===== config.mk =====
export PLATFORM = sky130hd
export DESIGN_NAME = operand_fetch_seq
export DESIGN_NICKNAME = d
export VERILOG_FILES = /design/src/rtl/ofs_pkg.sv /design/src/rtl/ofs_index_add.sv /design/src/rtl/ofs_step_decode.sv /design/src/rtl/operand_fetch_seq.sv
export SDC_FILE = /design/constraint.sdc
export NUM_CORES = 1
export LEC_CHECK = 0
export ABC_CLOCK_PERIOD_IN_PS = 8240
export BUFFER_PORTS_ARGS = -buffer_cell sky130_fd_sc_hd__buf_2
export CAP_MARGIN = 15
export CORE_MARGIN = 3
export CORE_UTILIZATION = 52
export DETAILED_ROUTE_END_ITERATION = 6
export PLACE_DENSITY = 0.78
export SYNTH_ARGS = -nofsm -noshare
export SYNTH_HDL_FRONTEND = slang
export SYNTH_HIERARCHICAL = 1
export SYNTH_SLANG_ARGS = --single-unit

===== constraint.sdc =====
create_clock -name clk -period 8.24 [get_ports clk]
set_clock_uncertainty 0.15 [all_clocks]
set_input_delay 0.412 -clock clk [delete_from_list [all_inputs] [get_ports clk]]
set_output_delay 0.412 -clock clk [all_outputs]
set_load 0.005 [all_outputs]

===== src/rtl/ofs_pkg.sv =====
// Package: shared constants and types for the operand fetch sequencer.
// Assumes byte-wide data and a two-byte address.
package ofs_pkg;

    localparam int MODE_W    = 4;
    localparam int MODE_LAST = 8;

    typedef enum logic [MODE_W-1:0] {
        AM_IMM  = 4'd0,
        AM_ZP   = 4'd1,
        AM_ZPX  = 4'd2,
        AM_ZPY  = 4'd3,
        AM_ABS  = 4'd4,
        AM_ABSX = 4'd5,
        AM_ABSY = 4'd6,
        AM_INDX = 4'd7,
        AM_INDY = 4'd8
    } amode_e;

    typedef enum logic [2:0] {
        ST_IDLE = 3'd0,
        ST_C0   = 3'd1,
        ST_C1   = 3'd2,
        ST_C2   = 3'd3,
        ST_C3   = 3'd4,
        ST_C4   = 3'd5
    } step_e;

endpackage


===== src/rtl/ofs_index_add.sv =====
// Module: adds an index to an address low byte and reports the carry
// out of that byte. Assumes unsigned operands of equal width.
module ofs_index_add #(
    parameter int W = 8
) (
    input  logic [W-1:0] base_i,
    input  logic [W-1:0] index_i,
    output logic [W-1:0] sum_o,
    output logic         carry_o
);

    // Purpose: one W-bit add with carry out.
    always_comb begin
        {carry_o, sum_o} = {1'b0, base_i} + {1'b0, index_i};
    end

endmodule


===== src/rtl/ofs_step_decode.sv =====
// Module: per-step, per-mode decode of the bus cycle. From the current
// step, mode and working bytes it produces the address, the PC increment
// request, the next values of the working bytes, the next step and
// whether this cycle's read is the operand. Purely combinational.
// Assumes the read data for the produced address arrives in the same cycle.
module ofs_step_decode
    import ofs_pkg::*;
#(
    parameter int W = 8
) (
    input  step_e              step_i,
    input  amode_e             mode_i,
    input  logic [W-1:0]       lo_i,
    input  logic [W-1:0]       hi_i,
    input  logic [W-1:0]       ptr_i,
    input  logic [W-1:0]       x_i,
    input  logic [W-1:0]       y_i,
    input  logic [2*W-1:0]     pc_i,
    input  logic [W-1:0]       rdata_i,
    output logic [2*W-1:0]     addr_o,
    output logic               pc_inc_o,
    output logic               last_o,
    output step_e              step_nx_o,
    output logic [W-1:0]       lo_nx_o,
    output logic [W-1:0]       hi_nx_o,
    output logic [W-1:0]       ptr_nx_o
);

    localparam logic [W-1:0] ZERO_PAGE = '0;
    localparam logic [W-1:0] ONE       = W'(1);

    logic         use_x;
    logic [W-1:0] idx;
    logic [W-1:0] sum;
    logic         carry;
    logic [W-1:0] hi_p1;
    logic [W-1:0] ptr_p1;

    // Purpose: choose which index register the mode adds.
    always_comb begin
        use_x = (mode_i == AM_ZPX) || (mode_i == AM_ABSX) || (mode_i == AM_INDX);
        idx   = use_x ? x_i : y_i;
        hi_p1 = hi_i + ONE;
        ptr_p1 = ptr_i + ONE;
    end

    ofs_index_add #(.W(W)) i_index_add (
        .base_i  (lo_i),
        .index_i (idx),
        .sum_o   (sum),
        .carry_o (carry)
    );

    // Purpose: decode the bus cycle for the current step and mode.
    always_comb begin
        addr_o    = pc_i;
        pc_inc_o  = 1'b0;
        last_o    = 1'b0;
        step_nx_o = step_i;
        lo_nx_o   = lo_i;
        hi_nx_o   = hi_i;
        ptr_nx_o  = ptr_i;
        case (step_i)
            ST_C0: begin
                addr_o    = pc_i;
                pc_inc_o  = 1'b1;
                lo_nx_o   = rdata_i;
                last_o    = (mode_i == AM_IMM);
                step_nx_o = ST_C1;
            end
            ST_C1: begin
                step_nx_o = ST_C2;
                case (mode_i)
                    AM_ZP: begin
                        addr_o = {ZERO_PAGE, lo_i};
                        last_o = 1'b1;
                    end
                    AM_ZPX, AM_ZPY, AM_INDX: begin
                        addr_o  = {ZERO_PAGE, lo_i};
                        lo_nx_o = sum;
                    end
                    AM_ABS, AM_ABSX, AM_ABSY: begin
                        addr_o   = pc_i;
                        pc_inc_o = 1'b1;
                        hi_nx_o  = rdata_i;
                    end
                    AM_INDY: begin
                        addr_o   = {ZERO_PAGE, lo_i};
                        ptr_nx_o = lo_i;
                        lo_nx_o  = rdata_i;
                    end
                    default: last_o = 1'b1;
                endcase
            end
            ST_C2: begin
                step_nx_o = ST_C3;
                case (mode_i)
                    AM_ZPX, AM_ZPY: begin
                        addr_o = {ZERO_PAGE, lo_i};
                        last_o = 1'b1;
                    end
                    AM_ABS: begin
                        addr_o = {hi_i, lo_i};
                        last_o = 1'b1;
                    end
                    AM_ABSX, AM_ABSY: begin
                        addr_o  = {hi_i, sum};
                        lo_nx_o = sum;
                        last_o  = !carry;
                    end
                    AM_INDX: begin
                        addr_o   = {ZERO_PAGE, lo_i};
                        ptr_nx_o = lo_i;
                        lo_nx_o  = rdata_i;
                    end
                    AM_INDY: begin
                        addr_o  = {ZERO_PAGE, ptr_p1};
                        hi_nx_o = rdata_i;
                    end
                    default: last_o = 1'b1;
                endcase
            end
            ST_C3: begin
                step_nx_o = ST_C4;
                case (mode_i)
                    AM_ABSX, AM_ABSY: begin
                        addr_o = {hi_p1, lo_i};
                        last_o = 1'b1;
                    end
                    AM_INDX: begin
                        addr_o  = {ZERO_PAGE, ptr_p1};
                        hi_nx_o = rdata_i;
                    end
                    AM_INDY: begin
                        addr_o  = {hi_i, sum};
                        lo_nx_o = sum;
                        last_o  = !carry;
                    end
                    default: last_o = 1'b1;
                endcase
            end
            ST_C4: begin
                last_o = 1'b1;
                case (mode_i)
                    AM_INDX: addr_o = {hi_i, lo_i};
                    AM_INDY: addr_o = {hi_p1, lo_i};
                    default: addr_o = {hi_i, lo_i};
                endcase
            end
            default: begin
                addr_o = pc_i;
            end
        endcase
        if (last_o) begin
            step_nx_o = ST_IDLE;
        end
    end

endmodule


===== src/rtl/operand_fetch_seq.sv =====
// Module: top of the operand fetch sequencer. It accepts a start with a
// mode code while idle, samples the index registers, steps through the
// mode's bus cycles and pulses done with the operand byte one cycle after
// the last read. Assumes a same-cycle memory read port and an external
// PC that increments at each edge where pc_inc_o is high.
module operand_fetch_seq
    import ofs_pkg::*;
#(
    parameter int DATA_W = 8
) (
    input  logic                clk,
    input  logic                rst_n,
    input  logic                start_i,
    input  logic [MODE_W-1:0]   mode_i,
    input  logic [DATA_W-1:0]   x_i,
    input  logic [DATA_W-1:0]   y_i,
    input  logic [2*DATA_W-1:0] pc_i,
    output logic                pc_inc_o,
    output logic [2*DATA_W-1:0] mem_addr_o,
    input  logic [DATA_W-1:0]   mem_rdata_i,
    output logic                busy_o,
    output logic                done_o,
    output logic [DATA_W-1:0]   operand_o
);

    localparam int ADDR_W = 2 * DATA_W;

    step_e              step_q;
    step_e              step_nx;
    amode_e             mode_q;
    logic [DATA_W-1:0]  lo_q, hi_q, ptr_q;
    logic [DATA_W-1:0]  lo_nx, hi_nx, ptr_nx;
    logic [DATA_W-1:0]  x_q, y_q;
    logic               last;
    logic               dec_inc;
    logic [ADDR_W-1:0]  dec_addr;
    logic               done_q;
    logic [DATA_W-1:0]  operand_q;
    logic               mode_ok;

    // Purpose: classify the requested mode code as usable.
    always_comb begin
        mode_ok = (mode_i <= MODE_W'(MODE_LAST));
        busy_o  = (step_q != ST_IDLE);
    end

    ofs_step_decode #(.W(DATA_W)) i_step_decode (
        .step_i    (step_q),
        .mode_i    (mode_q),
        .lo_i      (lo_q),
        .hi_i      (hi_q),
        .ptr_i     (ptr_q),
        .x_i       (x_q),
        .y_i       (y_q),
        .pc_i      (pc_i),
        .rdata_i   (mem_rdata_i),
        .addr_o    (dec_addr),
        .pc_inc_o  (dec_inc),
        .last_o    (last),
        .step_nx_o (step_nx),
        .lo_nx_o   (lo_nx),
        .hi_nx_o   (hi_nx),
        .ptr_nx_o  (ptr_nx)
    );

    // Purpose: start acceptance, step advance, working bytes and result.
    always_ff @(posedge clk) begin
        if (!rst_n) begin
            step_q    <= ST_IDLE;
            mode_q    <= AM_IMM;
            lo_q      <= '0;
            hi_q      <= '0;
            ptr_q     <= '0;
            x_q       <= '0;
            y_q       <= '0;
            done_q    <= 1'b0;
            operand_q <= '0;
        end else begin
            done_q <= 1'b0;
            if (step_q == ST_IDLE) begin
                if (start_i && mode_ok) begin
                    step_q <= ST_C0;
                    mode_q <= amode_e'(mode_i);
                    x_q    <= x_i;
                    y_q    <= y_i;
                end
            end else begin
                step_q <= step_nx;
                lo_q   <= lo_nx;
                hi_q   <= hi_nx;
                ptr_q  <= ptr_nx;
                if (last) begin
                    done_q    <= 1'b1;
                    operand_q <= mem_rdata_i;
                end
            end
        end
    end

    // Purpose: drive the outputs from decode and result registers.
    always_comb begin
        pc_inc_o   = busy_o && dec_inc;
        mem_addr_o = dec_addr;
        done_o     = done_q;
        operand_o  = operand_q;
    end

endmodule


; ---- Yosys cells after proc, flatten, opt, wreduce, memory -nomap -nowiden
; Cells that the tools add are included.
[word_totals]
regBits = 56
inputBits = 47
output_inout_bits = 27
wordCells = 90
[classes]
add_sub_neg = 3
magnitude_cmp = 1
eq_ne = 22
muxes = 28
n_bitwise = 2
reduce_logical = 25
[op_table]
columns = cell, count
row1 = $pmux W16 S4, 2
row2 = $mux W8, 7
row3 = $pmux W16 S3, 1
row4 = $pmux W8 S2, 3
row5 = $mux W16, 2
row6 = $pmux W8 S4, 1
row7 = $pmux W8 S3, 1
row8 = $add A8 B1 Y8 const B, 2
row9 = $eq A4 B3 Y1 const B, 4
row10 = $ne A2 B1 Y1 const B, 6
row11 = $pmux W3 S4, 1
row12 = $reduce_and A5 Y1, 2
row13 = $add A8 B8 Y9, 1
row14 = $mux W3, 3
row15 = $eq A4 B2 Y1 const B, 2
row16 = $reduce_or A7 Y1, 1
row17 = $eq A3 B2 Y1 const B, 2
row18 = $eq A3 B3 Y1 const B, 2
row19 = $pmux W1 S2, 3
row20 = $reduce_and A2 Y1, 3
row21 = $reduce_bool A3 Y1, 2
row22 = $reduce_bool A6 Y1, 1
row23 = $reduce_or A2 Y1, 3
row24 = $reduce_or A3 Y1, 2
row25 = 19 further kinds, 24

; ---- Depth between registers and ports, before layout
; Gate-level depths: netlist of the first run.
[depth]
word_depth = 10
mapped_depth = 22
mapped_depth_nobuf = 18

; ---- Cells and area by module
; The synthesis of the first run kept the hierarchy.
[modules_own_cells]
columns = module, instances, cells_per_inst, area_per_inst_um2, seq_area_each_um2
row1 = operand_fetch_seq, 1, 240, 2127.0, 1121.1
row2 = ofs_step_decode, 1, 329, 2123.3, 0.0
row3 = ofs_index_add, 1, 42, 324.1, 0.0

; ---- Least setup slack after synthesis of the first run
; OpenSTA, ideal clock, no wires.
[synth_timing]
path_type = register to register
from = reg mode_q[1]
to = reg operand_q[6] (netlist: operand_o[6])
setup_ns = 0.122
arrival_time_ns = 4.298
required_time_ns = 7.968
slack_ns = 3.669
path_stages_with_launch = 22
n_path_buf = 4
period_less_slack_ns = 4.571
path_cell_list = dfxtp_1 buf_6 buf_2 buf_2 nor3b_1 a21oi_1 nor2_1 mux2_2 ha_1 fa_1 a21oi_1 nor2_1 nor2_1 o21ai_0 a311o_1 nor2_1 a311oi_1 a211oi_1 buf_1 o31ai_1 nand2_1 a21boi_0
[synth_via]
elab_chain_cells = 9
word_cells_on_any_way = 21
cone_classes = add/sub (1) / eq/ne (7) / mux (5) / reduce/logical (8)
[synth_lines]
columns = item, line
row1 = from (decl), operand_fetch_seq.sv:30  ; amode_e mode_q;
row2 = from (signal assigned), operand_fetch_seq.sv:83  ; mode_q <= amode_e'(mode_i);
row3 = $eq A4 B2 Y1 / $eq A4 B3 Y1 (equally long branches), ofs_step_decode.sv:41  ; use_x = (mode_i == AM_ZPX) || (mode_i == AM_ABSX) || (mode_i == AM_INDX);
row4 = $logic_or A1 B1 Y1, ofs_step_decode.sv:41
row5 = $logic_or A1 B1 Y1 *, ofs_step_decode.sv:41
row6 = $mux W8 *, ofs_step_decode.sv:42  ; idx = use_x ? x_i : y_i;
row7 = named net i_step_decode.idx[0], ofs_step_decode.sv:33  ; logic [W-1:0] idx;
row8 = $add A8 B8 Y9 *, ofs_index_add.sv:14  ; {carry_o, sum_o} = {1'b0, base_i} + {1'b0, index_i};
row9 = named net i_step_decode.carry, ofs_step_decode.sv:35  ; logic carry;
row10 = $logic_not A1 Y1 *, "ofs_step_decode.sv:109, ofs_step_decode.sv:137"
row11 = "$pmux W1 S2, on equally long branches", "ofs_step_decode.sv:125, ofs_step_decode.sv:97"
row12 = $pmux W1 S5 *, ofs_step_decode.sv:63  ; case (step_i)
row13 = named net last, operand_fetch_seq.sv:34  ; logic last;
row14 = $reduce_and A2 Y1 (no line) *, --
row15 = to (signal assigned), operand_fetch_seq.sv:94  ; operand_q <= mem_rdata_i;
row16 = to (decl), operand_fetch_seq.sv:38  ; logic [DATA_W-1:0] operand_q;
; The timed path passes the listed nets; every way through them passes the cells marked *.
; A chain may end at the register's enable or synchronous reset.

; ---- Worst setup path in the final report of the first run
[layout_timing]
from = reg mode_q[1]
to = out mem_addr_o[7]
[layout_via]
elab_chain_cells = 7
word_cells_on_any_way = 19
cone_classes = add/sub (1) / eq/ne (8) / mux (5) / reduce/logical (5)
[layout_lines]
columns = item, line
row1 = $eq A4 B2 Y1 / $eq A4 B3 Y1 (equally long branches), ofs_step_decode.sv:41
row2 = $logic_or A1 B1 Y1, ofs_step_decode.sv:41
row3 = $logic_or A1 B1 Y1 *, ofs_step_decode.sv:41
row4 = $mux W8 *, ofs_step_decode.sv:42
row5 = named net i_step_decode.idx[4], ofs_step_decode.sv:33
row6 = $add A8 B8 Y9 *, ofs_index_add.sv:14
row7 = named net i_step_decode.sum[7], ofs_step_decode.sv:34  ; logic [W-1:0] sum;
row8 = $pmux W16 S4 / $pmux W16 S3 (equally long branches), "ofs_step_decode.sv:97, ofs_step_decode.sv:125"
row9 = $pmux W16 S4 *, ofs_step_decode.sv:63
row10 = to (decl), operand_fetch_seq.sv:19  ; output logic [2*DATA_W-1:0] mem_addr_o,
; Marked as above.

==> results of run 1 <==
## synth_stat cells (5+ instances only)
cell	count
clkbuf_1	20
nand3_1	18
nand2b_1	5
a22o_1	10
nand2_1	131
a221o_1	14
a21boi_0	32
a21oi_1	29
mux2i_1	20
and3_1	9
ha_1	10
nor2b_1	10
a221oi_1	6
nor2_1	47
o22ai_1	10
dfxtp_1	56
a21o_1	12
xnor2_1	5
buf_2	13
mux2_2	23
nor3b_1	6
o21ai_0	30
xor2_1	9
inv_1	12
## power by group through the flow
| stage | combinational (mW) | sequential (mW) | clock, mW |
|---|---|---|---|
| 6_report | 0.114 | 0.289 | 0.189 |
| 4_1_cts | 0.111 | 0.289 | 0.192 |
| 3_3_place_gp | 0.109 | 0.295 | 0 |
| 3_5_place_dp | 0.110 | 0.295 | 0 |
| 2_1_floorplan | 0.0821 | 0.287 | 0 |
| 5_1_grt | 0.123 | 0.291 | 0.205 |
## metrics by stage
step / cell area [µm²] / setup slack, ns / power, mW / util, %
finish: 5050 / 2.79 / 0.592 / 60.2
global route: 5050 / 2.48 / 0.619 / 60.2
CTS: 5030 / 2.92 / 0.592 / 60.0
detailed placement: 4920 / 3.11 / 0.405 / 58.7
global placement: 4920 / 3.27 / 0.404 / 58.7
floorplan: 4570 / 3.67 / 0.369 / -
## area by class of cell
type                       count  area, µm²  share of cell area (%)
multi-input combinational    502       3210                    63.5
sequential                    56       1120                    22.2
timing repair buffer          80        430                    8.52
tap                          105        131                    2.60
clock buffer                   6       72.6                    1.44
inverter                      13       48.8                   0.966
clock inverter                 2       38.8                   0.768
## logic make-up (layout without fill, tap and decap cells)
logic type	after synthesis	after routing	share of synthesized area [%]
AO/OA/AOI/OAI	188	188	29.7
XOR/XNOR	14	14	2.68
adder cells (fa/ha/maj)	15	15	4.05
buffers and inverters	53	101	5.39
flip-flops	56	56	24.5
multiplexers	43	43	10.0
AND/OR/NAND/NOR	242	242	23.6
## tightest hold or removal path, stage by stage
cell     delay, ns
buf_2         0.09
nand2_1       0.04
mux2i_1       0.06
## state kept, by name, summed over array words and instances (netlist names)
name / cells
step_q: 3
ptr_q: 8
hi_q: 8
x_q: 8
operand_o: 8
done_o: 1
mode_q: 4
y_q: 8
lo_q: 8
## worst max-delay path by stage
stage | startpoint | end | slack (ns) | cells after the start
after global placement | mode_q[1] | operand_o[4] | 3.27 | 18
after global routing | mode_q[1] | operand_o[4] | 2.48 | 19
final | mode_q[1] | mem_addr_o[7] | 2.79 | 15
after detailed placement | mode_q[1] | operand_o[1] | 3.11 | 18
after floorplan | mode_q[1] | operand_o[6] | 3.67 | 21
after CTS | mode_q[1] | mem_addr_o[7] | 2.92 | 15
## per-layer routing
| layer | up-vias | global-route usage [%] | routed length [µm] |
|---|---|---|---|
| met5 | - | 0 | 0 |
| met4 | 0 | 8.93 | 399 |
| met2 | 274 | 42.7 | 6140 |
| met3 | 40 | 8.06 | 1690 |
| li1 | 2309 | - | - |
| met1 | 2302 | 40.4 | 6150 |
## placed cells by master (no fill, tap or decap), types with 5 or more instances in the layout
cell      synthesis  routed
nand2_1         131     131
buf_2            13      73
dfxtp_1          56      56
nor2_1           47      47
a21boi_0         32      32
o21ai_0          30      30
a21oi_1          29      29
mux2_2           23      23
mux2i_1          20      20
nand3_1          18      18
a221o_1          14      14
inv_1            12      12
a21o_1           12      12
o22ai_1          10      10
nor2b_1          10      10
a22o_1           10      10
ha_1             10      10
and3_1            9       9
xor2_1            9       9
nor3b_1           6       6
a221oi_1          6       6
buf_4             0       6
clkbuf_8          0       5
nand2b_1          5       5
xnor2_1           5       5
==> results.md, run 1 <==
* Die width at roughly 100 µm
* # diodes at 0
* RePlAce Congestion at a little over 1
* Power share of the combinational group at about a fifth
* R2R setup slack at 2.98 ns
* Post-synth EDFFs at 0
* Fin nets at between 700 and 800
* CP max-delay cell: dfxtp_1
* Setup crit start kind: flip-flop
* Reg2reg start: mode_q[1]
* Worst Setup Path Type: flip-flop to primary output
* Worst hold path class: primary input to flip-flop
* Syn nets at around 670
* Top cell type's share of synthesized area at 24.5%
* Register area share after synthesis at between 20% and 30%
* # rows at 33
* Maxcap violations at 0
* DRT Pass-1 Iters at 6
* Fin crit period at about 5.5 ns
* IO buf count at between 70 and 80
* P_sw at 0.175 mW
* Synthesis-to-finish area growth at 10.4%
* Worst hold margin at between 0.15 and 0.2 ns
* CP delay by family, top: compound AO/OA/AOI/OAI gates
* Dominant synthesized flop cell: dfxtp_1
* Post_cts resized at 0
* Inst Count DP at approximately 760
* Drc violations at 0
* Clock root buffer: clkbuf_8
* Post-Layout Cell Count at approximately 760
* Register bit count reported by yosys at between 50 and 60
* CP max stage delay at 0.94 ns
* Post-DRT Antenna Nets at 0
* Cts bufs inserted at 5
* Crit-path cells: nor3b_1, a21oi_1, nor2_1, mux2_2, ha_1, a21o_1, a2111oi_0, mux2i_1, nand2_1, nand2_1, a32oi_1, a21oi_1, a211o_1, a31oi_1, buf_2
* GR Util All Layers at 28.7%
* Mapped cell area at approximately 4600 µm²
* Antenna violations before repair at 0
* Half-perimeter wire length after placement at ~11 mm
* Global-route wire length before repair at roughly 23 mm
* Fill count at 782
* Die ar. at 9960 µm²
* Synth area leader: dfxtp_1
* Hold worst-path end: y_q[6]
* CP arrival at 4.89 ns
* H-tree level count at 2
* Clock Power Share at between 30% and 40%
* Final wirelength at around 14 mm
* Starting density of the core at approximately 55%
* Peak supply drop at 0.0880 mV
* Worst path bufs/invs at 1
* P_int at between 0.4 and 0.5 mW
* DR WL/cell at roughly 19 µm
* Unique masters post-synth at 63
* CTS Buffer Depth at 2
* Clock transition at path regs at 0.11 ns
* Yosys Warn Count at 6
* Synth top area cells: dfxtp_1 (25%), nand2_1 (11%), mux2_2 (5.7%)
* Number of top-level pins at 74
* Postcts setup bufs at 0
* Peak Freq at between 150 and 200 MHz
* 1st-iter DRT viols at 461
* Pleak at between 2 and 2.5 nW
* Core area at around 8400 µm²
* Max-slew headroom at about a quarter
* WP data required at ~7.7 ns
* HP Start: y_i[6]
* Hold path depth at 3
* Status: complete, no violations
* Ys async rst share at 0%
* Switching Fraction at between 20% and 30%
* Setup violations, final at 0
* Final setup TNS at 0 ns
* Post-CTS Hold Buffers at 0
* Vias in the first global route at roughly 4500
* Worst slew pin tran at 1.13 ns
* Post-Syn Instances at a little over 600
* Worst Path Max Fanout at 27
* Period utilization at approximately two thirds
* Die height at 99.8 µm
* RSZ-0062 raised after global routing: no
* Crit end category: primary output
* Via density at ~6.4
* PwrDens at approximately 120 nW/µm²
* Reg2Reg Capture Point: operand_o[1]
* Largest net degree at the start of global routing at 76
* Worst-case reg-to-reg path depth at 18
* Max Slew Vio Count at 0
* Worst skew pair latency at approximately 0.32 ns
* Share of cells above drive strength 1 at between 10% and 20%
* CTS tree: built
* Final hold violation count at 0
* Seq pwr share at about half
* Routed vias at between 4000 and 5000
* Synth Area per Inst at around 7.5 µm²
* GR Overflow Total at 0
* Clock Sinks at 56
No activity file was read; power rests on OpenSTA's default activity.
==> run 2, diff against run 1 <==
--- a/config.mk
+++ b/config.mk
@@ -5,13 +5,13 @@
 export SDC_FILE = /design/constraint.sdc
 export NUM_CORES = 1
 export LEC_CHECK = 0
-export ABC_CLOCK_PERIOD_IN_PS = 8240
+export ABC_CLOCK_PERIOD_IN_PS = 4600
 export BUFFER_PORTS_ARGS = -buffer_cell sky130_fd_sc_hd__buf_2
 export CAP_MARGIN = 15
 export CORE_MARGIN = 3
 export CORE_UTILIZATION = 52
 export DETAILED_ROUTE_END_ITERATION = 6
-export PLACE_DENSITY = 0.78
+export PLACE_DENSITY = 0.81
 export SYNTH_ARGS = -nofsm -noshare
 export SYNTH_HDL_FRONTEND = slang
 export SYNTH_HIERARCHICAL = 1
==> constraint.sdc (replaced) <==
create_clock -name clk -period 4.6 [get_ports clk]
set_clock_uncertainty 0.15 [all_clocks]
set_input_delay 0.23 -clock clk [delete_from_list [all_inputs] [get_ports clk]]
set_output_delay 0.23 -clock clk [all_outputs]
set_load 0.005 [all_outputs]
==> run 2 against run 1 <==
Against the previous run: count of clock-buffer cells in the layout is 1 lower; routed wire length is 2.9% higher; combinational power is 98% higher; critical path type is now flip-flop to flip-flop; global-route usage is 0.53 points higher; the flow now finishes with violations (design-rule violations, negative hold slack); first-iteration DRC count is 4.6% lower; die area stayed put; non-clock buffer count is 16 higher; register-to-register slack worse by 2.7 ns; total power is 92% higher.
==> results.md, run 2 (synthesis results as in run 1) <==
* Status: finished with violations
* Failing checks: design-rule violations, negative hold slack
* Commonest cells after routing, fill and taps aside: nand2_1 (131), buf_2 (73), dfxtp_1 (56)
* Postcts setup bufs at 0
* Via density at ~6.4
* H-tree level count at 2
* Worst slew pin tran at between 1 and 1.5 ns
* Worst Setup Path Type: flip-flop to flip-flop
* Worst hold path class: primary input to flip-flop
* Final setup TNS at 0 ns
* Peak Freq at between 200 and 250 MHz
* Final hold violation count at 1
* Largest net degree at the start of global routing at 76
* Worst hold margin at -0.00183 ns
* Crit end category: flip-flop
* Most common cell after layout, fill and taps aside: nand2_1
* GR Overflow Total at 0
* Routed vias at around 5000
* Period utilization at a little over nine tenths
* Top cell by count, worst path: nor2_1
* # diodes at 0
* RePlAce Congestion at just under 1
* Worst path bufs/invs at 1
* 1st-iter DRT viols at 440
* Core area at ~8400 µm²
* Design Power at around 1.1 mW
* RSZ-0062 raised after global routing: no
* Final wirelength at between 10 and 15 mm
* DRT Pass-1 Iters at 7
* Fill count at about 770
* CP max-delay cell: dfxtp_1
* Fin nets at around 730
* # rows at 33
* Clock transition at path regs at 0.12 ns
* DP Worst Slack at 0.340 ns
* WP data required at around 4.6 ns
* Setup ws final at between 0.2 and 0.3 ns
* CP delay by family, top: compound AO/OA/AOI/OAI gates
* DR WL/cell at between 15 and 20 µm
* Number of top-level pins at 74
* GR Util All Layers at between 20% and 30%
* Drc violations at 1
* CTS Buffer Depth at 2
* Die width at approximately 100 µm
* Clock root buffer: clkbuf_8
* Worst Path Max Fanout at 15
* Max-slew headroom at 25.7%
* Global-route wire length before repair at 23.6 mm
* Post-DRT Antenna Nets at 0
* Crit-path cells: nor2_1, buf_4, mux2_2, ha_1, a21o_1, a21o_1, nor2_1, o21ai_0, a311o_1, nor2_1, a311oi_1, a211oi_2, o31ai_1, nand2_1, a21boi_0
* CTS tree: built
* Synthesis-to-finish area growth at 14.3%
* CP max stage delay at around 0.66 ns
* Half-perimeter wire length after placement at 10.8 mm
* Die ar. at 9960 µm²
* Setup violations, final at 0
* IO buf count at 73
* Share of cells above drive strength 1 at between 10% and 20%
* Antenna violations before repair at 0
* Setup crit start kind: flip-flop
* Cts bufs inserted at 5
* Worst skew pair latency at between 0.3 and 0.4 ns
* Starting density of the core at ~55%
* Clock Sinks at 56
* Die height at 99.8 µm
* Peak supply drop at 0.190 mV
* CP arrival at 4.36 ns
* Maxcap violations at 0
* Fin crit period at between 4 and 5 ns
* PwrDens at roughly 220 nW/µm²
* Vias in the first global route at 4495
* Max Slew Vio Count at 0
* Pleak at about 2.2 nW
==> run 2: cell types whose count changed in the layout (fill, tap and decap cells not counted), sizes merged <==
cell,before,now
bufinv,1,2
clkbuf,6,5
dlygate4sd3,0,8
buf,80,88
==> run 2: what timing repair did <==
| item | in CTS | in global routing |
|---|---|---|
| gates resized for setup | 0 | 3 |
| setup endpoints to repair | 0 | 9 |
| hold buffers | 7 | 1 |
| hold endpoints to repair | 7 | 1 |
==> run 2: worst min-delay path: cells and delay by family <==
kind,cells,cell delay (ns)
simple gates,1,0.05
buf+inv,1,0.10
mux,1,0.06
==> run 2: path summary, 6_finish.rpt <==
kind	cells past startpoint	to	startpoint	slack [ns]
worst max-delay path	15	operand_o[7]	mode_q[3]	0.28
worst min-delay path	3	y_q[3]	y_i[3]	-0.002
worst max register to register	15	operand_o[7]	mode_q[3]	0.28
worst min register to register	2	x_q[7]	x_q[7]	0.31
==> run 2: area by class of cell <==
| type | instances | area, µm² | area share [%] |
|---|---|---|---|
| Multi-Input combinational cell | 502 | 3220 | 61.6 |
| Sequential cell | 56 | 1120 | 21.4 |
| Timing Repair Buffer | 96 | 571 | 10.9 |
| Tap cell | 105 | 131 | 2.51 |
| Clock buffer | 5 | 68.8 | 1.32 |
| Clock inverter | 3 | 68.8 | 1.32 |
| Inverter | 13 | 48.8 | 0.933 |
==> run 2: per-layer routing <==
metal | wire (µm) | GRT usage (%) | up-vias
met5 | 0 | 0 | -
met1 | 6250 | 42.4 | 2334
li1 | - | - | 2338
met2 | 6560 | 44.3 | 286
met4 | 367 | 8.51 | 0
met3 | 1610 | 5.35 | 37
==> run 2: stage by stage <==
stage	hold WS, ns	instance area (µm²)	std cells	util, %
detailed placement	0.299	4980	763	59.4
global route	0.00240	5230	780	62.4
CTS	0.000278	5190	778	61.9
finish	-0.00183	5230	780	62.4
global placement	0.295	4980	763	59.4
floorplan	0.222	4570	611	-
==> run 2: power by group <==
group	leakage (nW)	switching (mW)	internal, mW
Clock	0.0687	0.184	0.220
Sequential	0.454	0.0117	0.496
Combinational	1.67	0.131	0.0953
Total	2.19	0.327	0.811
==> run 3, diff against run 2 <==
--- a/config.mk
+++ b/config.mk
@@ -6,12 +6,12 @@
 export NUM_CORES = 1
 export LEC_CHECK = 0
 export ABC_CLOCK_PERIOD_IN_PS = 4600
-export BUFFER_PORTS_ARGS = -buffer_cell sky130_fd_sc_hd__buf_2
 export CAP_MARGIN = 15
 export CORE_MARGIN = 3
 export CORE_UTILIZATION = 52
 export DETAILED_ROUTE_END_ITERATION = 6
-export PLACE_DENSITY = 0.81
+export DONT_BUFFER_PORTS = 1
+export PLACE_DENSITY = 0.74
 export SYNTH_ARGS = -nofsm -noshare
 export SYNTH_HDL_FRONTEND = slang
 export SYNTH_HIERARCHICAL = 1
==> run 3 against run 2 <==
Against the previous run: the flow now finishes without violations; largest power group unchanged; critical path type unchanged; clock power shrank 29%; hold slack gained 0.022 ns; die area is the same; combinational power shrank 8%; highest routed layer is now met5; critical path depth grew 3.
==> results.md, run 3 (synthesis results as in run 1) <==
* Pleak at approximately 1.9 nW
* Worst slew pin tran at about 0.94 ns
* Worst skew pair latency at 0.31 ns
* Final hold violation count at 0
* Post-DRT Antenna Nets at 0
* Status: complete, no violations
* Antenna violations before repair at 1
* CTS tree: built
* IO buf count at 0
* Die width at about 100 µm
* # rows at 33
* Largest net degree at the start of global routing at 76
* DR WL/cell at about 20 µm
* Clock transition at path regs at between 0.1 and 0.15 ns
* CP arrival at ~4.3 ns
* RePlAce Congestion at between 1 and 1.5
* Crit end category: flip-flop
* Clock Sinks at 56
* GR Overflow Total at 0
* Postcts setup bufs at 0
* 1st-iter DRT viols at ~590
* Via density at between 6 and 7
* WP data required at 4.65 ns
* Max Slew Vio Count at 0
* GR Util All Layers at 28.7%
* Setup crit start kind: flip-flop
* Design Area, Final at 5020 µm²
* Fin nets at just under 700
* Clock root buffer: clkbuf_8
* Cts bufs inserted at 5
* Starting density of the core at around 55%
* Vias in the first global route at roughly 4500
* Drc violations at 0
* Fill count at 778
* Number of top-level pins at 74
* Routed vias at roughly 4800
* PwrDens at 200 nW/µm²
* Peak supply drop at about 0.18 mV
* RSZ-0062 raised after global routing: no
* Max-slew headroom at between 30% and 40%
* Fin crit period at approximately 4.3 ns
* Maxcap violations at 0
* Die height at around 100 µm
* Final wirelength at around 15 mm
* Die ar. at between 9000 and 10000 µm²
* Global-route wire length before repair at between 20 and 25 mm
* CTS Buffer Depth at 2
* Worst hold path class: primary input to flip-flop
* Share of cells above drive strength 1 at a little under a tenth
* Worst Path Max Fanout at 10
* Commonest cells after routing, fill and taps aside: nand2_1 (131), dfxtp_1 (56), nor2_1 (46)
* DRT Pass-1 Iters at 6
* Half-perimeter wire length after placement at ~10 mm
* Peak Freq at about 230 MHz
* Placed cell areas at 4620 µm²
* Most common cell after layout, fill and taps aside: nand2_1
* # diodes at 0
* Finished Core Util at between 50% and 60%
* Period utilization at ~93%
* Final setup TNS at 0 ns
* Worst Setup Path Type: flip-flop to flip-flop
* Synthesis-to-finish area growth at 9.82%
* H-tree level count at 2
* Core area at 8380 µm²
* Setup violations, final at 0
==> run 3: critical path, cell delays in order, from the launching register on <==
cell,delay [ns]
dfxtp_1,0.35
nor3b_1,0.20
a21oi_1,0.06
nor2_1,0.17
buf_4,0.20
mux2_2,0.34
ha_1,0.36
a21o_1,0.23
a21o_1,0.21
nor2_1,0.16
o21ai_0,0.18
a311o_1,0.36
nor2_2,0.17
a311oi_1,0.10
a211oi_1,0.31
buf_4,0.23
o31ai_2,0.16
nand2_1,0.13
a21boi_0,0.09
==> run 3: metrics by stage <==
stage          power [mW]  hold WS, ns  setup WS, ns  cells
2_1_floorplan       0.661        0.222        0.0293    611
3_3_place_gp        0.687        0.211         0.537    691
3_5_place_dp        0.690        0.214         0.287    691
4_1_cts             0.999       0.0201         0.216    727
5_1_grt              1.04      0.00967        0.0176    727
6_report             1.00       0.0206         0.308    727
==> run 3: routing by layer <==
metal  vias up  global-route usage, %  wire length (µm)
li1       2224                      -                 -
met1      2272                   38.5              5980
met2       273                   45.3              6570
met3        54                   7.78              1670
met4         2                   8.30               386
met5         -                      0                13
==> run 3: final timing paths <==
check	cells past startpoint	end	startpoint	slack, ns
min reg2reg	2	y_q[3]	y_q[3]	0.32
max	18	operand_o[1]	mode_q[0]	0.31
min	2	mode_q[1]	start_i	0.02
max reg2reg	18	operand_o[1]	mode_q[0]	0.31
==> run 3: area by class of cell <==
type                    instances  area [µm²]  share of cell area (%)
multi-input cells             502        3210                    64.0
clock inverters                 2        15.0                   0.299
repair buffers                 43         410                    8.17
flip-flops and latches         56        1120                    22.3
well taps                     105         131                    2.62
inverters                      13        48.8                   0.971
clock buffers                   6        82.6                    1.64
==> run 3: power by group <==
| group | leakage [nW] | total (mW) | switching, mW | internal (mW) |
|---|---|---|---|---|
| logic | 1.44 | 0.209 | 0.121 | 0.0880 |
| clock network | 0.0434 | 0.286 | 0.164 | 0.122 |
| registers | 0.454 | 0.508 | 0.0119 | 0.496 |
| total | 1.94 | 1.00 | 0.297 | 0.706 |
==> run 3: what timing repair did <==
action                     CTS  global route
setup endpoints to repair    0             8
hold endpoints to repair    56             0
gates resized for setup      0             2
hold buffers                28             0
